## src/rtl/pio_pkg.sv

```systemverilog
// Package: shared types and register word addresses for the GPIO port.
// Assumes a word-addressed bus in which each register takes one word slot.
package pio_pkg;
    typedef enum logic [1:0] {
        TRIG_RISE  = 2'd0,
        TRIG_FALL  = 2'd1,
        TRIG_BOTH  = 2'd2,
        TRIG_LEVEL = 2'd3
    } trig_e;

    localparam int unsigned WORD_DATA = 0;
    localparam int unsigned WORD_DIR  = 1;
    localparam int unsigned WORD_IEN  = 2;
    localparam int unsigned WORD_CAP  = 3;
    localparam int unsigned WORD_LAST = 3;
    localparam int unsigned BUS_W     = 32;
endpackage

```

## src/rtl/pio_in_stage.sv

```systemverilog
// Module: input conditioning. It passes each pin through two flops and keeps
// one more delayed copy, then forms a one-cycle event pulse for the chosen
// trigger kind. Assumes pin_in is asynchronous to clk.
module pio_in_stage #(
    parameter int unsigned     W       = 32,
    parameter pio_pkg::trig_e TRIGGER = pio_pkg::TRIG_RISE
) (
    input  logic         clk,
    input  logic         rst_n,
    input  logic [W-1:0] pin_in,
    output logic [W-1:0] lvl,
    output logic [W-1:0] evt
);
    logic [W-1:0] meta_q;
    logic [W-1:0] sync_q;
    logic [W-1:0] prev_q;

    // Synchroniser chain plus one delayed copy used for edge comparison.
    always_ff @(posedge clk) begin
        if (!rst_n) begin
            meta_q <= '0;
            sync_q <= '0;
            prev_q <= '0;
        end else begin
            meta_q <= pin_in;
            sync_q <= meta_q;
            prev_q <= sync_q;
        end
    end

    assign lvl = sync_q;

    // Event pulse selection per trigger kind.
    generate
        if (TRIGGER == pio_pkg::TRIG_RISE) begin : g_rise
            assign evt = sync_q & ~prev_q;
        end else if (TRIGGER == pio_pkg::TRIG_FALL) begin : g_fall
            assign evt = ~sync_q & prev_q;
        end else if (TRIGGER == pio_pkg::TRIG_BOTH) begin : g_both
            assign evt = sync_q ^ prev_q;
        end else begin : g_level
            logic [W-1:0] unused_prev;
            assign unused_prev = prev_q;
            assign evt = '0;
        end
    endgenerate
endmodule

```

## src/rtl/pio_capture.sv

```systemverilog
// Module: sticky capture register. Event pulses set bits and a clear vector
// (write-one) resets them. A set and a clear in the same cycle leave the bit set.
module pio_capture #(
    parameter int unsigned W = 32
) (
    input  logic         clk,
    input  logic         rst_n,
    input  logic [W-1:0] evt,
    input  logic [W-1:0] clr,
    output logic [W-1:0] cap_q
);
    // Set has priority over clear.
    always_ff @(posedge clk) begin
        if (!rst_n) cap_q <= '0;
        else        cap_q <= (cap_q & ~clr) | evt;
    end
endmodule

```

## src/rtl/pio_edge_port.sv

```systemverilog
// Module: top of the GPIO port. It decodes the register bus, holds the output,
// direction and interrupt enable registers, registers read data, and forms the
// interrupt. Assumes PIN_COUNT is between 1 and 32, and that one access is
// presented per cycle, with bus_sel qualifying it.
module pio_edge_port #(
    parameter int unsigned     PIN_COUNT = 32,
    parameter int unsigned     ADDR_W    = 3,
    parameter pio_pkg::trig_e TRIGGER   = pio_pkg::TRIG_RISE
) (
    input  logic                 clk,
    input  logic                 rst_n,
    input  logic                 bus_sel,
    input  logic                 bus_wr,
    input  logic [ADDR_W-1:0]    bus_addr,
    input  logic [31:0]          bus_wdata,
    output logic [31:0]          bus_rdata,
    input  logic [PIN_COUNT-1:0] pin_in,
    output logic [PIN_COUNT-1:0] pin_out,
    output logic [PIN_COUNT-1:0] pin_oe,
    output logic                 irq
);
    localparam int unsigned W = PIN_COUNT;

    logic [W-1:0] out_q;
    logic [W-1:0] dir_q;
    logic [W-1:0] mask_q;
    logic [W-1:0] cap_q;
    logic [W-1:0] lvl;
    logic [W-1:0] evt;
    logic [W-1:0] wr_val;
    logic [W-1:0] data_view;
    logic [31:0]  rd_mux;
    logic [31:0]  rdata_q;
    logic         wr_en;
    logic         rd_en;
    logic         wr_data;
    logic         wr_dir;
    logic         wr_ien;
    logic         wr_cap;

    // Access qualification and per-register write strobes.
    assign wr_en   = bus_sel & bus_wr;
    assign rd_en   = bus_sel & ~bus_wr;
    assign wr_data = wr_en && (int'(bus_addr) == pio_pkg::WORD_DATA);
    assign wr_dir  = wr_en && (int'(bus_addr) == pio_pkg::WORD_DIR);
    assign wr_ien  = wr_en && (int'(bus_addr) == pio_pkg::WORD_IEN);
    assign wr_cap  = wr_en && (int'(bus_addr) == pio_pkg::WORD_CAP);
    assign wr_val  = bus_wdata[W-1:0];

    pio_in_stage #(.W(W), .TRIGGER(TRIGGER)) in_stage_i (
        .clk    (clk),
        .rst_n  (rst_n),
        .pin_in (pin_in),
        .lvl    (lvl),
        .evt    (evt)
    );

    // Output latch, direction and interrupt enable registers.
    always_ff @(posedge clk) begin
        if (!rst_n) begin
            out_q  <= '0;
            dir_q  <= '0;
            mask_q <= '0;
        end else begin
            if (wr_data) out_q  <= wr_val;
            if (wr_dir)  dir_q  <= wr_val;
            if (wr_ien)  mask_q <= wr_val;
        end
    end

    // Capture storage and interrupt forming, chosen by trigger kind.
    generate
        if (TRIGGER == pio_pkg::TRIG_LEVEL) begin : g_level_irq
            logic [W-1:0] unused_evt;
            logic         unused_wr_cap;
            assign unused_evt    = evt;
            assign unused_wr_cap = wr_cap;
            assign cap_q = '0;
            assign irq   = |(lvl & mask_q);
        end else begin : g_edge_irq
            logic [W-1:0] clr_vec;
            assign clr_vec = wr_cap ? wr_val : '0;
            pio_capture #(.W(W)) capture_i (
                .clk   (clk),
                .rst_n (rst_n),
                .evt   (evt),
                .clr   (clr_vec),
                .cap_q (cap_q)
            );
            assign irq = |(cap_q & mask_q);
        end
    endgenerate

    // Data view mixes driven values and sampled levels by direction.
    assign data_view = (dir_q & out_q) | (~dir_q & lvl);

    // Read multiplexer; unmapped words and bits above W read as zero.
    always_comb begin
        case (int'(bus_addr))
            pio_pkg::WORD_DATA: rd_mux = 32'(data_view);
            pio_pkg::WORD_DIR:  rd_mux = 32'(dir_q);
            pio_pkg::WORD_IEN:  rd_mux = 32'(mask_q);
            pio_pkg::WORD_CAP:  rd_mux = 32'(cap_q);
            default:            rd_mux = '0;
        endcase
    end

    // Read data register, loaded once per read request.
    always_ff @(posedge clk) begin
        if (!rst_n)     rdata_q <= '0;
        else if (rd_en) rdata_q <= rd_mux;
    end

    assign bus_rdata = rdata_q;
    assign pin_out   = out_q;
    assign pin_oe    = dir_q;
endmodule

```

## config.mk

```make
export PLATFORM = sky130hd
export DESIGN_NAME = pio_edge_port
export DESIGN_NICKNAME = d
export VERILOG_FILES = /design/src/rtl/pio_pkg.sv /design/src/rtl/pio_in_stage.sv /design/src/rtl/pio_capture.sv /design/src/rtl/pio_edge_port.sv
export SDC_FILE = /design/constraint.sdc
export NUM_CORES = 1
export LEC_CHECK = 0
export ABC_CLOCK_PERIOD_IN_PS = 1700
export BUFFER_PORTS_ARGS = -buffer_cell sky130_fd_sc_hd__buf_2
export CORE_MARGIN = 3
export CORE_UTILIZATION = 56
export DETAILED_ROUTE_END_ITERATION = 16
export PLACE_DENSITY = 0.81
export SLEW_MARGIN = 5
export SYNTH_ARGS = -nofsm -noshare
export SYNTH_HDL_FRONTEND = slang
export SYNTH_SLANG_ARGS = --single-unit
```

## constraint.sdc

```tcl
create_clock -name clk -period 1.7 [get_ports clk]
set_input_delay 0.34 -clock clk [delete_from_list [all_inputs] [get_ports clk]]
set_output_delay 0.34 -clock clk [all_outputs]
set_load 0.005 [all_outputs]
```

==> results.md <==
Drt:
- The first routing iteration left 929 violations.
- The via count is 9126.
- Summed over all layers, the routed wires come to 28800 µm.
- The number of remaining DRC errors is 0.
- After detailed routing, the number of vias per cell comes to 6.23.
- The number of routed nets with antenna violations is 0.
- The mean routed wirelength per cell is 19.6 µm.
- Before antenna repair, the detailed router went through 5 iterations.

Critical path:
- Data on the critical path is required at its endpoint by 1.36 ns.
- In this run the register-to-register setup slack is 0.05 ns.
- The largest stage delay on the critical path is 0.57 ns.
- Data on the critical path arrives at its endpoint at 1.85 ns.
- STA classifies the critical path endpoint as an output port.
- Walking the worst path, the cells encountered are a22oi_2 -> nand4_1 -> or4_4 -> buf_6.
- The worst setup path is launched from a flip-flop.
- The total buffers and inverters traversed by the critical path is 1.
- The critical-path cell with the highest stage delay is or4_4.
- The kind of cell with the highest combined delay along the critical path is simple AND/OR/NAND/NOR gates.
- Along the worst path, the maximum fanout reaches 3.
- The start-to-end type of the worst setup path is reg -> out.

Layout:
- The proportion of layout cells with a drive suffix above 1 is 23.8%.
- The multi-input logic area is 4450 µm².
- Registers take 5130 µm².
- The repair_antennas step left the layout with diodes totalling 0.
- The top cell types in the final layout, fill and taps aside, are dfxtp_1, buf_2, o21ai_0.
- The most common cell after layout, fill and taps aside is dfxtp_1.
- From synthesis to final layout, the design area changed by 23.2%.
- Cells fill 70.6% of the core in the end.
- For this run, the number of standard cells in the final layout without fillers is 1464.
- The filler cells instantiated in the layout total 1302.
- The net count reported at finish is 1292.

STA:
- The setup total negative slack is -0.493 ns.
- The clock tree skew after final layout is 0.00795 ns.
- Across all hold checks on the routed design, the worst slack comes to 0.0112 ns.
- Counting I/O delays and the setup requirement, the final critical path takes 2.19 ns.
- The final critical-path share of the clock period is 129%.
- The final count of pins violating max slew was 0.
- The worst path setup slack after routing is -0.493 ns.
- The fmax is 456 MHz.
- Headroom to the max-slew limit came out at 56.1%.
- The total count of hold-check failures in the final report is 0.
- The final count of negative-setup-slack endpoints is 1.
- Setup repair after global routing could not meet its margin everywhere.
- The slew at the pin closest to its max-slew limit is 0.642 ns.

Power:
- Summed over all cells, the static leakage comes to 4.84 nW.
- Power spread over the standard cell area amounts to 1080 nW/µm².
- The worst-case IR drop observed on VDD is 0.846 mV.

Status:
- The checks that failed: negative setup slack.
- The run finished, with violations left.

Die:
- The core region is 17300 µm².
- 168 I/O pins were placed.
- In this run the vertical extent of the chip is 139 µm.
- The initial utilization of the core area, before any placement, comes to 57.3%.
- The die footprint is 19300 µm².
- The cell row count is 48.
- From left edge to right edge, the die measures 139 µm.

CTS:
- CTS built an H-tree with a depth of 1.
- The tree is rooted in a clkbuf_16.
- For this design, the CTS-stage hold fixing added 0 buffers.
- Clock-pin slew was measured on the worst setup and hold paths at 0.06 ns.
- The clock reaches the later pin of the worst-skew pair after 0.53 ns.
- In this run the deepest clock path goes through 3 buffers.
- Counting every sink on the clock net gives 256.
- Counting the buffers created by CTS gives 26.
- TritonCTS built the clock tree.

Logic synthesis:
- The cell count after synthesis came out at 1062.
- The synthesized area divided by synthesized cell count is 9.33 µm².
- The synthesized netlist occupies a cell area of 9910 µm².
- The number of warnings reported in the yosys synthesis log is 0.
- After synthesis, flip-flops and latches occupy 51.7% of the total area.
- The number of distinct library cells after synthesis is 30.
- In this run, synthesis produced a sequential element count of 256.
- The number of nets handed over by synthesis was 1133.

Global routing:
- Entering global routing, the biggest net connects 127 pins.
- The global-route wire length before repair is 47100 µm.
- The total overflow left after global routing is 0.
- The via count of the first global-routing pass was 9099.
- The number of antenna violations at the first check in global routing is 0.
- The overall routing resource usage is 28.9%.

Placed design:
- Summed over all nets, the half-perimeter wirelength after detailed placement is 18700 µm.
- The count of port buffers added during placement is 167.
- After detailed placement, the design holds a cell count of 1417.
- Routability-driven placement finished with a final weighted congestion of 0.900.

Min path:
- The worst hold path belongs to the class in -> reg.

Job:
- The tool flagged a number of max-cap violations equal to 0.
==> where the power goes <==
| part | internal (W) | leakage, nW | switching [W] | total (W) |
|---|---|---|---|---|
| combinational | 0.000335 | 2.30 | 0.000522 | 0.000857 |
| sequential | 0.00616 | 2.09 | 0.0000999 | 0.00626 |
| clock | 0.00372 | 0.445 | 0.00233 | 0.00605 |
| total | 0.0102 | 4.84 | 0.00295 | 0.0132 |
==> Yosys cell counts <==
library cell | number | area [µm²]
buf_4 | 2 | 15.0
clkbuf_1 | 76 | 285
o21ai_0 | 156 | 781
buf_2 | 19 | 95.1
and2_1 | 98 | 613
clkinv_1 | 1 | 3.75
o21ai_1 | 4 | 20.0
nor2b_1 | 64 | 400
or4_1 | 1 | 7.51
buf_6 | 2 | 22.5
nor4b_2 | 1 | 15.0
a22oi_1 | 16 | 120
a2111oi_2 | 1 | 15.0
nand4_1 | 4 | 25.0
nand4bb_1 | 2 | 22.5
nor4bb_1 | 1 | 10.0
or3b_2 | 1 | 8.76
nand3_1 | 96 | 480
inv_2 | 1 | 3.75
a22o_1 | 32 | 280
inv_1 | 1 | 3.75
and3b_1 | 1 | 8.76
a2111oi_0 | 23 | 201
or3b_1 | 32 | 280
a2111oi_1 | 8 | 80.1
a21oi_1 | 129 | 646
nand2_1 | 1 | 3.75
nor3b_4 | 1 | 18.8
dfxtp_1 | 256 | 5120
a221o_1 | 32 | 320
==> kinds of logic after synthesis <==
| kind of cell | synth area share [%] |
|---|---|
| buf+inv | 4.33 |
| compound gates | 24.9 |
| flops | 51.7 |
| simple gates | 19.1 |
==> layout make-up <==
type                       instances  area share, %
clock buffer                      39           6.31
clock inverter                     7           1.11
inverter                           3         0.0922
multi-input combinational        704           36.4
sequential                       256           42.0
tap                              225           2.31
timing repair buffer             230           11.7
==> sequential cells by signal (all words and copies together), names as in the netlist <==
signal and cells:
pin_out 32, in_stage_i.meta_q 32, in_stage_i.prev_q 32, pin_oe 32
in_stage_i.lvl 32, g_edge_irq.capture_i.cap_q 32, bus_rdata 32, mask_q 32
==> per-layer routing <==
layer	wire length, µm	GRT usage (%)	vias to the layer above
met5	0	0	-
met4	906	10.2	0
met3	2210	4.72	94
met2	13900	48.6	459
met1	11800	37.9	4383
li1	-	-	4190
==> path summary, 6_finish.rpt <==
| path | from | to | cells past startpoint |
|---|---|---|---|
| min reg2reg | in_stage_i.meta_q[0] | in_stage_i.lvl[0] | 1 |
| max | mask_q[19] | irq | 4 |
| max reg2reg | in_stage_i.lvl[4] | bus_rdata[4] | 3 |
| min | pin_in[23] | in_stage_i.meta_q[23] | 2 |
==> metrics by stage <==
| stage | area [µm²] | worst slack (ns) | power [W] |
|---|---|---|---|
| floorplan | 9910 | 0.163 | 0.00681 |
| global placement | 11200 | -0.154 | 0.00720 |
| detailed placement | 11200 | -0.154 | 0.00722 |
| CTS | 12200 | -0.523 | 0.0132 |
| global route | 12200 | -0.549 | 0.0135 |
| finish | 12200 | -0.493 | 0.0132 |
==> worst register-to-register path: stages (launching register included) <==
cell and delay, ns:
dfxtp_1 0.38, or3b_1 0.37, a2111oi_0 0.63, a221o_1 0.20
==> what timing repair did <==
item	in CTS	in global routing
pin swaps	7	7
setup buffers	1	0
gates resized for setup	7	12
setup endpoints to repair	1	1
No activity file was read; power rests on OpenSTA's default activity.
